==> src/rtl/prt_pkg.sv <==
package prt_pkg;

  localparam int CTRL_W   = 6;
  localparam int F_SEL_LO = 0;
  localparam int F_SEL_HI = 2;
  localparam int F_MODE   = 3;
  localparam int F_TMO_EN = 4;
  localparam int F_AUX_EN = 5;

  typedef struct packed {
    logic countPulse;
    logic dataWrite;
    logic stopLoad;
    logic tmoEnable;
  } tmrStrobe_t;

  function automatic int unsigned divFor(logic [2:0] sel);
    case (sel)
      3'd1:    divFor = 4;
      3'd2:    divFor = 10;
      3'd3:    divFor = 16;
      3'd4:    divFor = 50;
      3'd5:    divFor = 64;
      3'd6:    divFor = 100;
      3'd7:    divFor = 200;
      default: divFor = 0;
    endcase
  endfunction

endpackage

==> src/rtl/prt_ctrl.sv <==
module prt_ctrl #(
  parameter int PRESC_W = 8,
  parameter bit AUX_ACTIVE_HIGH = 1'b1
) (
  input  logic                         clk,
  input  logic                         rstN,
  input  logic                         wrEn,
  input  logic                         wrSel,
  input  logic [prt_pkg::CTRL_W-1:0]   ctrlBits,
  input  logic                         auxIn,
  output prt_pkg::tmrStrobe_t          strb,
  output logic                         auxIrq
);
  import prt_pkg::*;

  localparam logic AUX_IDLE = ~AUX_ACTIVE_HIGH;

  logic [CTRL_W-1:0]  ctrlReg;
  logic [PRESC_W-1:0] presCnt;
  logic [PRESC_W-1:0] divMinus1;
  logic [2:0]         presSel;
  logic               modePw, auxIrqEn;
  logic               auxSync1, auxSync2, auxAct, auxActPrev;
  logic               ctrlWrite, running, advance, pulse;

  assign presSel   = ctrlReg[F_SEL_HI:F_SEL_LO];
  assign modePw    = ctrlReg[F_MODE];
  assign auxIrqEn  = ctrlReg[F_AUX_EN];
  assign ctrlWrite = wrEn && !wrSel;
  assign running   = (presSel != 3'd0);
  assign divMinus1 = PRESC_W'(divFor(presSel) - 1);
  assign auxAct    = (auxSync2 == AUX_ACTIVE_HIGH);
  assign advance   = running && (!modePw || auxAct);
  assign pulse     = advance && !ctrlWrite && (presCnt == divMinus1);

  always_ff @(posedge clk) begin
    if (!rstN) begin
      ctrlReg    <= '0;
      auxSync1   <= AUX_IDLE;
      auxSync2   <= AUX_IDLE;
      auxActPrev <= 1'b0;
      presCnt    <= '0;
      auxIrq     <= 1'b0;
    end else begin
      auxSync1   <= auxIn;
      auxSync2   <= auxSync1;
      auxActPrev <= auxAct;
      auxIrq     <= modePw && auxIrqEn && auxActPrev && !auxAct;
      if (ctrlWrite) begin
        ctrlReg <= ctrlBits;
        presCnt <= '0;
      end else if (advance) begin
        presCnt <= (presCnt == divMinus1) ? '0 : presCnt + 1'b1;
      end
    end
  end

  always_comb begin
    strb.countPulse = pulse;
    strb.dataWrite  = wrEn && wrSel;
    strb.stopLoad   = wrEn && wrSel && !running;
    strb.tmoEnable  = ctrlReg[F_TMO_EN];
  end

  AST_STOP_NO_PULSE: assert property (@(posedge clk) disable iff (!rstN)
    (presSel == 3'd0) |-> !strb.countPulse);
  AST_GATE_CLOSED: assert property (@(posedge clk) disable iff (!rstN)
    (modePw && !auxAct) |-> !strb.countPulse);
  AST_AUX_ONLY_PW: assert property (@(posedge clk) disable iff (!rstN)
    auxIrq |-> $past(modePw));
  AST_AUX_ONE_CYCLE: assert property (@(posedge clk) disable iff (!rstN)
    auxIrq |=> !auxIrq);

endmodule

==> src/rtl/prt_datapath.sv <==
module prt_datapath #(
  parameter int DATA_W = 8
) (
  input  logic                 clk,
  input  logic                 rstN,
  input  logic [DATA_W-1:0]    wrData,
  input  prt_pkg::tmrStrobe_t  strb,
  output logic [DATA_W-1:0]    count,
  output logic                 timerOut,
  output logic                 tmoIrq
);
  localparam logic [DATA_W-1:0] ONE = DATA_W'(1);

  logic [DATA_W-1:0] dataReg;
  logic [DATA_W-1:0] mainCnt;
  logic              wrap;

  assign wrap  = strb.countPulse && (mainCnt == ONE) && !strb.stopLoad;
  assign count = mainCnt;

  always_ff @(posedge clk) begin
    if (!rstN) begin
      dataReg  <= '0;
      mainCnt  <= '0;
      timerOut <= 1'b0;
      tmoIrq   <= 1'b0;
    end else begin
      if (strb.dataWrite) dataReg <= wrData;
      if (strb.stopLoad)        mainCnt <= wrData;
      else if (wrap)            mainCnt <= dataReg;
      else if (strb.countPulse) mainCnt <= mainCnt - 1'b1;
      timerOut <= timerOut ^ wrap;
      tmoIrq   <= wrap && strb.tmoEnable;
    end
  end

  AST_DECREMENT: assert property (@(posedge clk) disable iff (!rstN)
    (strb.countPulse && mainCnt != ONE) |=> (mainCnt == $past(mainCnt) - 1'b1));
  AST_RELOAD: assert property (@(posedge clk) disable iff (!rstN)
    (strb.countPulse && mainCnt == ONE) |=> (mainCnt == $past(dataReg)));
  AST_HOLD: assert property (@(posedge clk) disable iff (!rstN)
    (!strb.countPulse && !strb.stopLoad) |=> $stable(mainCnt));
  AST_TOGGLE_ON_TMO: assert property (@(posedge clk) disable iff (!rstN)
    (timerOut != $past(timerOut)) |-> $past(strb.countPulse && mainCnt == ONE));
  AST_IRQ_ENABLED: assert property (@(posedge clk) disable iff (!rstN)
    tmoIrq |-> $past(strb.tmoEnable));

endmodule

==> src/rtl/presc_reload_timer.sv <==
module presc_reload_timer #(
  parameter int DATA_W = 8,
  parameter int PRESC_W = 8,
  parameter bit AUX_ACTIVE_HIGH = 1'b1
) (
  input  logic              clk,
  input  logic              rstN,
  input  logic              wrEn,
  input  logic              wrSel,
  input  logic [DATA_W-1:0] wrData,
  input  logic              auxIn,
  output logic              timerOut,
  output logic              tmoIrq,
  output logic              auxIrq,
  output logic [DATA_W-1:0] count
);
  prt_pkg::tmrStrobe_t strb;

  prt_ctrl #(.PRESC_W(PRESC_W), .AUX_ACTIVE_HIGH(AUX_ACTIVE_HIGH)) ctrlUnit (
    .clk(clk), .rstN(rstN), .wrEn(wrEn), .wrSel(wrSel),
    .ctrlBits(wrData[prt_pkg::CTRL_W-1:0]), .auxIn(auxIn),
    .strb(strb), .auxIrq(auxIrq)
  );

  prt_datapath #(.DATA_W(DATA_W)) dataUnit (
    .clk(clk), .rstN(rstN), .wrData(wrData), .strb(strb),
    .count(count), .timerOut(timerOut), .tmoIrq(tmoIrq)
  );

endmodule

==> config.mk <==
export PLATFORM = sky130hd
export DESIGN_NAME = presc_reload_timer
export DESIGN_NICKNAME = d
export VERILOG_FILES = /design/src/rtl/prt_pkg.sv /design/src/rtl/prt_ctrl.sv /design/src/rtl/prt_datapath.sv /design/src/rtl/presc_reload_timer.sv
export SDC_FILE = /design/constraint.sdc
export NUM_CORES = 1
export LEC_CHECK = 0
export CAP_MARGIN = 20
export CORE_AREA = 3 3 76 78
export DETAILED_ROUTE_END_ITERATION = 8
export DIE_AREA = 0 0 79 81
export PLACE_DENSITY_LB_ADDON = 0.1
export SYNTH_ARGS = -nofsm -noshare
export SYNTH_HDL_FRONTEND = slang
export SYNTH_SLANG_ARGS = --single-unit
==> constraint.sdc <==
create_clock -name clk -period 4.6 [get_ports clk]
set_clock_uncertainty 0.05 [all_clocks]
set_input_delay 0.92 -clock clk [delete_from_list [all_inputs] [get_ports clk]]
set_output_delay 0.92 -clock clk [all_outputs]
set_load 0.005 [all_outputs]
==> results.py, run 1 <==
metrics = {
    "cts": {
        "cts_max_level": 2,
        "post_cts_buffers": 0,
        "cts_max_path_buffers": 2,
        "clk_pin_slew_ps": 70,
        "cts.hold.buffers_added": 0,
        "ctsResizeCount": 0,
        "cts_sinks": 36,
        "numCtsBuffers": 5,
        "root_buffer": "clkbuf_8",
        "cts_tree": "yes",
        "clock_latency_ps": 290,
    },
    "hold_path": {
        "hp-start": "ctrlUnit.ctrlReg[4]$_SDFFE_PN0P_",
        "hold_depth": 2,
        "hold_class": "flop to flop",
        "min_to": "dataUnit.tmoIrq$_SDFF_PN0_",
    },
    "routing": {
        "wire_per_inst_um": 14.93,
        "routed_wl_um": 5046,
        "ant_nets": 0,
        "vias": 1853,
        "viasPerCell": 5.482,
        "drt_pass1_iterations": 4,
        "drc": 0,
        "drt_iter0_markers": 114,
    },
    "grt": {
        "use_met2": 0.2584,
        "grt_busiest_layer": "met2",
        "grt_pass1_vias": 1621,
        "grt_pass1_wl_um": 8418,
        "antenna_found_initial": 0,
        "grt_usage": 0.1687,
        "grt_max_degree": 24,
        "met1_usage": 0.2395,
        "met3_usage": 0.03659,
        "grt_overflow": 0,
    },
    "synth": {
        "synth_area_per_cell_um2": 8.103,
        "yosys_warnings": 0,
        "synth_cell_types": 51,
        "synth-edff-count": 0,
        "synth_top_area_cell": "dfxtp_1",
        "netlist_area_mm2": 0.002058,
        "synth_seq_cells": 36,
        "yosysSeqAreaShare": 0.3502,
        "netlist_instances": 254,
        "yosys-top-cells-count": "dfxtp_1, nand2_1, a21oi_1",
        "synth_ff_type": "dfxtp_1",
        "synth_nets": 271,
        "netlist_top_cells_area": "dfxtp_1, nand2_1, a21oi_1",
        "async_reset_ff_frac": 0,
        "yosysTopAreaCellShare": 0.3502,
    },
    "setup_path": {
        "r2r_cells": 9,
        "slowest_stage": "dfxtp_1",
        "cp.arrival_ps": 3450,
        "r2r-start": "ctrlUnit.ctrlReg[1]$_SDFFE_PN0P_",
        "path_max_fanout": 17,
        "rr_endpoint": "dataUnit.count[5]$_SDFFE_PN0P_",
        "required_ps": 4750,
        "crit_start": "ctrlUnit.ctrlReg[1]$_SDFFE_PN0P_",
        "crit_family": "compound AO/OA/AOI/OAI gates",
        "slowest_delay_ps": 640,
        "path_class": "flop to flop",
        "critPathBufInv": 0,
        "start_kind": "flop",
        "crit_path_frequent_cell": "a21oi_1",
        "r2r_slack_ps": 1300,
        "path_cells": "nor2b_1 > a21oi_1 > ha_1 > or4b_1 > a21oi_1 > a211oi_1 > a2111oi_0 > nand2_1 > a311oi_1",
        "cp-end-kind": "flop",
    },
    "sta": {
        "maxSlewHeadroom": 0.4746,
        "maxSlewViolCount": 0,
        "setup_viol": 0,
        "fin_crit_ps": 3304,
        "fin_crit_sh": 0.7182,
        "finalHoldViolCount": 0,
        "tns_ps": 0,
        "tightest_slew_ps": 785.6,
        "fmax_mhz": 302.7,
        "rsz0062_at_grt": "false",
        "hold_slack_ps": 389.7,
    },
    "power_and_ir_drop": {
        "peakVddDrop_v": 0.0001224,
        "p_total_mw": 0.7315,
        "power-per-cell-area_mw_per_mm2": 308.2,
        "leakagePower_nw": 0.8484,
    },
    "floorplan": {
        "rows": 26,
        "ioPinCount": 24,
        "fp.dieH_um": 81,
        "dieWidth_um": 79,
        "start_util": 0.4004,
        "core_area_mm2": 0.005140,
        "die_area_mm2": 0.006399,
    },
    "finish": {
        "fin_util": 0.4618,
        "area_delta_synth_final_pct": 15.32,
        "drive_above_1_share": 0.08209,
        "diodes": 0,
        "nets": 284,
    },
    "place": {
        "port_buffers": 23,
        "hpwlAfterDp_um": 3649,
        "gp_congestion": 0.7976,
    },
    "job": {
        "cap_violations": 0,
    },
    "run_status": {
        "status": "finished, final reports clean",
    },
}
layout make-up:
| type | instances | area [µm²] |
|---|---|---|
| clock buffer | 6 | 72.57 |
| sequential | 36 | 720.7 |
| tap | 70 | 87.58 |
| fill | 540 | 2766 |
| timing repair buffer | 26 | 252.7 |
| clock inverter | 2 | 35.03 |
| multi-input combinational | 193 | 1186 |
| inverter | 5 | 18.77 |
how the worst max path moves through the flow:
stage                                     end  slack, ps  cells past startpoint
2_1_floorplan  dataUnit.count[6]$_SDFFE_PN0P_       1700                     12
3_3_place_gp   dataUnit.count[5]$_SDFFE_PN0P_       1190                      7
3_5_place_dp   dataUnit.count[5]$_SDFFE_PN0P_       1230                      7
4_1_cts        dataUnit.count[5]$_SDFFE_PN0P_       1310                      9
5_1_grt        dataUnit.count[5]$_SDFFE_PN0P_        890                      9
6_report       dataUnit.count[5]$_SDFFE_PN0P_       1300                      9
sequential cells by signal, summed over array words and instances, names as in the netlist:
register             flops
ctrlUnit.presCnt         8
dataUnit.count           8
dataUnit.dataReg         8
ctrlUnit.ctrlReg         6
ctrlUnit.auxAct          1
ctrlUnit.auxActPrev      1
ctrlUnit.auxIrq          1
ctrlUnit.auxSync1        1
dataUnit.timerOut        1
dataUnit.tmoIrq          1
where the power goes:
part | switching (mW) | leakage [nW] | internal [mW]
Sequential | 0.0161 | 0.293 | 0.324
Combinational | 0.0613 | 0.500 | 0.0561
Clock | 0.114 | 0.0552 | 0.161
Total | 0.191 | 0.848 | 0.541
per-layer routing:
metal | share of wire | up-vias
li1 | - | 937
met1 | 0.49 | 878
met2 | 0.45 | 33
met3 | 0.049 | 5
met4 | 0.0081 | 0
met5 | 0 | -
kinds of logic (layout without fill, tap and decap cells):
logic type      Yosys count  count (layout)  share of synthesized area
compound gates           58              58                     0.1903
xor+xnor                 13              13                    0.05532
fa+ha+maj                 4               4                    0.02432
buf+inv                  25              39                    0.07355
flops                    36              36                     0.3502
mux                       3               3                    0.01459
simple gates            115             115                     0.2918
metrics by stage:
step | std cells | cell area [µm²] | worst slack [ps]
4_1_cts | 337 | 2366 | 1314
2_1_floorplan | 254 | 2058 | 1700
3_5_place_dp | 329 | 2258 | 1231
6_report | 338 | 2374 | 1296
5_1_grt | 338 | 2374 | 892.9
3_3_place_gp | 329 | 2258 | 1185
cell usage in the layout (no fill, tap or decap), types with 4 or more instances in the layout:
| master | count |
|---|---|
| o2111ai_1 | 4 |
| xor2_1 | 8 |
| xnor2_1 | 5 |
| nand3_1 | 12 |
| nand2b_1 | 6 |
| nor2_1 | 15 |
| or3_1 | 4 |
| inv_1 | 5 |
| dfxtp_1 | 36 |
| ha_1 | 4 |
| nand4_1 | 4 |
| nand2_1 | 36 |
| nor3_1 | 9 |
| clkbuf_8 | 5 |
| nor2b_1 | 4 |
| clkdlybuf4s50_1 | 23 |
| o21ai_0 | 9 |
| and2_1 | 6 |
| a21oi_1 | 19 |
tightest hold or removal path, cell delays in order, from the launching register on:
cell and delay, ps:
dfxtp_1 310, nand2_1 50, nor2_1 40
No activity file was read; power rests on OpenSTA's default activity.
==> inputs of run 2 (changes only) <==
Clock period 4.6 ns to 2.7 ns, I/O delays scaled along.
==> run 2 against run 1 <==
  * Register-to-register slack lost 1200 ps
  * Sequential power grew 67%
  * Via count grew 3.2%
  * Sequential share of layout area shrank 1.8 points
  * Critical path depth grew 1
  * Cell count grew 5.6%
  * Critical path type unchanged
  * Largest cell class unchanged
==> results.py, run 2 (same netlist as run 1, synthesis figures left out) <==
metrics = {
    "grt": {
        "antenna_found_initial": 0,
        "grt_usage": 0.1708,
        "met3_usage": 0.03991,
        "grt_max_degree": 17,
        "met1_usage": 0.2455,
        "grt_pass1_vias": 1681,
        "grt_busiest_layer": "met2",
        "use_met2": 0.2559,
        "grt_overflow": 0,
        "grt_pass1_wl_um": 8604,
    },
    "sta": {
        "rsz0062_at_grt": "true",
        "fmax_mhz": 378.0,
        "finalHoldViolCount": 0,
        "fin_crit_ps": 2646,
        "setup_viol": 0,
        "tns_ps": 0,
        "tightest_slew_ps": 593.7,
        "maxSlewViolCount": 0,
        "maxSlewHeadroom": 0.6028,
        "hold_slack_ps": 386.1,
        "fin_crit_sh": 0.9799,
    },
    "setup_path": {
        "crit_family": "simple AND/OR/NAND/NOR gates",
        "path_max_fanout": 6,
        "critPathBufInv": 1,
        "path_class": "flop to flop",
        "start_kind": "flop",
        "slowest_stage": "or4b_4",
        "required_ps": 2870,
        "cp-end-kind": "flop",
        "cp.arrival_ps": 2810,
        "path_cells": "nor2b_2 > a21oi_1 > ha_2 > or4b_4 > a21oi_2 > a211oi_2 > a2111o_1 > buf_6 > or3_4 > a31oi_1",
        "slowest_delay_ps": 510,
    },
    "cts": {
        "cts_max_path_buffers": 2,
        "cts_max_level": 2,
        "cts_tree": "yes",
        "clock_latency_ps": 290,
        "cts_sinks": 36,
        "numCtsBuffers": 5,
        "clk_pin_slew_ps": 80,
        "root_buffer": "clkbuf_8",
    },
    "routing": {
        "wire_per_inst_um": 14.29,
        "routed_wl_um": 5103,
        "drc": 0,
        "drt_pass1_iterations": 4,
        "viasPerCell": 5.356,
        "drt_iter0_markers": 52,
        "vias": 1912,
        "ant_nets": 0,
    },
    "run_status": {
        "status": "finished, final reports clean",
    },
    "power_and_ir_drop": {
        "peakVddDrop_v": 0.0002543,
        "power-per-cell-area_mw_per_mm2": 481.5,
        "leakagePower_nw": 0.9475,
    },
    "finish": {
        "nets": 303,
        "final_cell_mix": "nand2_1, dfxtp_1, clkdlybuf4s50_1",
        "area_delta_synth_final_pct": 24.50,
        "drive_above_1_share": 0.1882,
        "layout_commonest_cell": "nand2_1",
        "diodes": 0,
    },
    "place": {
        "gp_congestion": 0.8715,
        "hpwlAfterDp_um": 3649,
        "port_buffers": 23,
    },
    "hold_path": {
        "hold_class": "flop to flop",
    },
    "floorplan": {
        "rows": 26,
        "core_area_mm2": 0.005140,
        "die_area_mm2": 0.006399,
        "start_util": 0.4004,
        "fp.dieH_um": 81,
        "dieWidth_um": 79,
        "ioPinCount": 24,
    },
    "job": {
        "cap_violations": 0,
    },
}
[run 2: final cells by class]
| class | count | area (µm²) |
|---|---|---|
| Sequential cell | 36 | 732.0 |
| Timing Repair Buffer | 45 | 394.1 |
| Clock inverter | 2 | 12.51 |
| Multi-Input combinational cell | 193 | 1224 |
| Clock buffer | 6 | 93.84 |
| Fill cell | 529 | 2577 |
| Tap cell | 70 | 87.58 |
| Inverter | 5 | 18.77 |
[run 2: path summary, 6_finish.rpt]
kind / start / endpoint / slack (ps) / cells after the start
setup / recovery: ctrlUnit.ctrlReg[1]$_SDFFE_PN0P_ / dataUnit.count[6]$_SDFFE_PN0P_ / 50 / 10
setup reg to reg: ctrlUnit.ctrlReg[1]$_SDFFE_PN0P_ / dataUnit.count[6]$_SDFFE_PN0P_ / 50 / 10
hold / removal: ctrlUnit.ctrlReg[4]$_SDFFE_PN0P_ / dataUnit.tmoIrq$_SDFF_PN0_ / 390 / 2
hold reg to reg: ctrlUnit.ctrlReg[4]$_SDFFE_PN0P_ / dataUnit.tmoIrq$_SDFF_PN0_ / 390 / 2
[run 2: per-stage QoR]
step	power (mW)	worst slack, ps	utilization	cells	area [µm²]
final	1.234	54.36	0.4985	357	2562
after detailed placement	0.8030	-220.5	0.4601	341	2365
after floorplan	0.7286	-19.34	-	254	2085
after global placement	0.8041	-100.2	0.4601	341	2365
after CTS	1.243	-5.480	0.4820	349	2477
after global routing	1.304	-122.9	0.4985	357	2562
[run 2: what timing repair did]
| item | 4_1_cts | 5_1_grt |
|---|---|---|
| cloned | 0 | 1 |
| hold buffers | 0 | 0 |
| setup buffers | 0 | 7 |
| pin swaps | 0 | 3 |
| resized for setup | 2 | 9 |
| setup endpoints to repair | 8 | 17 |
[run 2: tightest hold or removal path, cell delays in order, from the launching register on]
cell	delay, ps
dfxtp_1	310
nand2_1	50
nor2_1	30
[run 2: layer usage]
metal / up-vias / share of wire
li1: 978 / -
met1: 903 / 0.51
met2: 29 / 0.46
met3: 2 / 0.027
met4: 0 / 0.0049
met5: - / 0
[run 2: power breakdown]
group          switching, mW  internal (mW)  total [mW]
combinational          0.119          0.110       0.229
sequential            0.0194          0.550       0.569
clock                  0.200          0.236       0.435
total                  0.338          0.896        1.23
==> inputs of run 3 (changes only) <==
Settings changed: CORE_AREA 3 3 76 78 to 3 3 81 83, DIE_AREA 0 0 79 81 to 0 0 84 86, GPL_TIMING_DRIVEN set to 0.
==> run 3 against run 2 <==
  * Sequential cell count unchanged
  * Cell count up 3.6%
  * Critical path depth up 1
  * Sequential share of layout area down 0.94 points
  * Via count about the same
  * First-iteration DRC count up 31%
  * Setup slack worse by 81 ps
  * Routed wire length up 8.6%
  * Global-route usage down 0.84 points
  * Combinational power up 3%
  * The run now ends with setup timing left
  * Final area up 3.4%
  * Die area up 13%
==> results.py, run 3 (same netlist as run 1, synthesis figures left out) <==
metrics = {
    "run_status": {
        "status": "complete, but fails checks",
        "violations": "setup timing",
    },
    "place": {
        "dpl_cell_area_mm2": 0.002409,
        "port_buffers": 23,
        "hpwlAfterDp_um": 3814,
        "gp_congestion": 0.7977,
    },
    "finish": {
        "nets": 311,
        "drive_above_1_share": 0.1864,
        "layout_commonest_cell": "nand2_1",
        "fillCellCount": 614,
        "diodes": 0,
        "area_delta_synth_final_pct": 28.75,
        "fin_area_mm2": 0.002650,
        "final_cell_mix": "nand2_1, dfxtp_1, clkdlybuf4s50_1",
    },
    "setup_path": {
        "path_class": "flop to flop",
        "start_kind": "flop",
        "crit_path_frequent_cell": "buf_6",
        "path_max_fanout": 5,
        "cp-end-kind": "flop",
        "required_ps": 2870,
        "cp.arrival_ps": 2900,
        "slowest_delay_ps": 480,
        "path_cells": "buf_6 > xor2_1 > nand2b_1 > ha_4 > or4b_4 > a21oi_2 > a211oi_2 > a2111o_1 > buf_6 > or3_1 > a31oi_1",
        "slowest_stage": "or4b_4",
    },
    "sta": {
        "fmax_mhz": 366.8,
        "setup_ws_ps": -26.55,
        "tightest_slew_ps": 581.7,
        "fin_crit_sh": 1.010,
        "hold_slack_ps": 389.3,
        "maxSlewViolCount": 0,
        "finalHoldViolCount": 0,
        "setup_viol": 1,
        "fin_crit_ps": 2727,
        "maxSlewHeadroom": 0.6108,
        "rsz0062_at_grt": "true",
    },
    "power_and_ir_drop": {
        "leakagePower_nw": 0.9749,
        "power-per-cell-area_mw_per_mm2": 486.6,
        "peakVddDrop_v": 0.0002539,
    },
    "floorplan": {
        "start_util": 0.3476,
        "ioPinCount": 24,
        "dieWidth_um": 84,
        "core_area_mm2": 0.005921,
        "rows": 28,
        "fp.dieH_um": 86,
        "die_area_mm2": 0.007224,
    },
    "routing": {
        "dr_wl_met2_um": 2632,
        "routed_wl_um": 5542,
        "maxUsedRoutingLayer": "met4",
        "wl_met1_um": 2636,
        "viasPerCell": 5.170,
        "wire_per_inst_um": 14.98,
        "drt_pass1_iterations": 4,
        "dr_wl_met3_um": 195,
        "ant_nets": 0,
        "vias": 1913,
        "drc": 0,
        "drt_iter0_markers": 68,
    },
    "grt": {
        "grt_usage": 0.1625,
        "grt_overflow": 0,
        "grt_pass1_wl_um": 9328,
        "grt_pass1_vias": 1880,
        "antenna_found_initial": 0,
        "grt_max_degree": 18,
    },
    "cts": {
        "cts_max_level": 2,
        "cts_max_path_buffers": 2,
        "numCtsBuffers": 5,
        "clk_pin_slew_ps": 80,
        "clock_latency_ps": 290,
        "cts_tree": "yes",
        "root_buffer": "clkbuf_8",
        "cts_sinks": 36,
    },
    "job": {
        "cap_violations": 0,
    },
    "hold_path": {
        "hold_class": "flop to flop",
    },
}
==> run 3: changes by cell type in the layout (fill, tap and decap cells not counted), sizes merged <==
| cell | previous run | this run |
|---|---|---|
| bufinv | 0 | 1 |
| bufbuf | 0 | 1 |
| clkbuf | 7 | 15 |
| buf | 21 | 19 |
| clkinvlp | 1 | 0 |
| inv | 5 | 6 |
==> run 3: cell type report <==
class                      instances  area [µm²]  area share
buffer                            18       120.1     0.04533
clock buffer                       5       68.82     0.02597
clock inverter                     3       41.29     0.01558
inverter                           5       18.77    0.007082
multi-input combinational        193        1251      0.4721
sequential                        36       732.0      0.2762
tap                               75       93.84     0.03541
timing repair buffer              35       324.1      0.1223
==> run 3: timing repair <==
item / CTS / global route
pin swaps: 8 / 10
buffers inserted: 9 / 3
hold endpoints to repair: 0 / 0
hold buffers: 0 / 0
gates resized for setup: 13 / 3
endpoints found under the setup margin: 17 / 16
cloned: 1 / 0
==> run 3: path summary, 6_finish.rpt <==
kind,start,to,slack [ps],cells after the start
setup / recovery,ctrlUnit.ctrlReg[1]$_SDFFE_PN0P_,dataUnit.count[6]$_SDFFE_PN0P_,-30,11
hold / removal,ctrlUnit.ctrlReg[4]$_SDFFE_PN0P_,dataUnit.tmoIrq$_SDFF_PN0_,390,2
setup reg to reg,ctrlUnit.ctrlReg[1]$_SDFFE_PN0P_,dataUnit.count[6]$_SDFFE_PN0P_,-30,11
hold reg to reg,ctrlUnit.ctrlReg[4]$_SDFFE_PN0P_,dataUnit.tmoIrq$_SDFF_PN0_,390,2
==> run 3: power breakdown <==
part / switching, mW / internal [mW] / total, mW / leakage [nW]
clock network: 0.207 / 0.274 / 0.481 / 0.0585
logic: 0.123 / 0.113 / 0.236 / 0.621
registers: 0.0227 / 0.550 / 0.572 / 0.296
==> run 3: per-layer routing <==
| metal | global-route usage | vias up |
|---|---|---|
| li1 | - | 992 |
| met1 | 0.2080 | 887 |
| met2 | 0.2711 | 28 |
| met3 | 0.03554 | 6 |
| met4 | 0.05556 | 0 |
| met5 | 0 | - |
==> run 3: metrics by stage <==
stage | utilization | power (mW) | setup WS [ps] | instances | TNS, ps
after floorplan | - | 0.7286 | -19.34 | 254 | -52.34
after global placement | 0.4068 | 0.8065 | -525.3 | 352 | -4741
after detailed placement | 0.4068 | 0.8057 | -549.7 | 352 | -5381
after CTS | 0.4432 | 1.294 | -120.5 | 368 | -602.6
after global routing | 0.4476 | 1.358 | -151.1 | 370 | -1274
final | 0.4476 | 1.290 | -26.55 | 370 | -26.55
==> run 3: worst max-delay path, delay by kind of cell, from the launching register on <==
| kind | cells | cell delay, ps |
|---|---|---|
| AOI/OAI and AO/OA | 4 | 790 |
| xor gates and xnor gates | 1 | 140 |
| and+or+nand+nor | 3 | 890 |
| buffers and inverters | 2 | 280 |
| adders and majority gates | 1 | 170 |
| DFF | 1 | 350 |
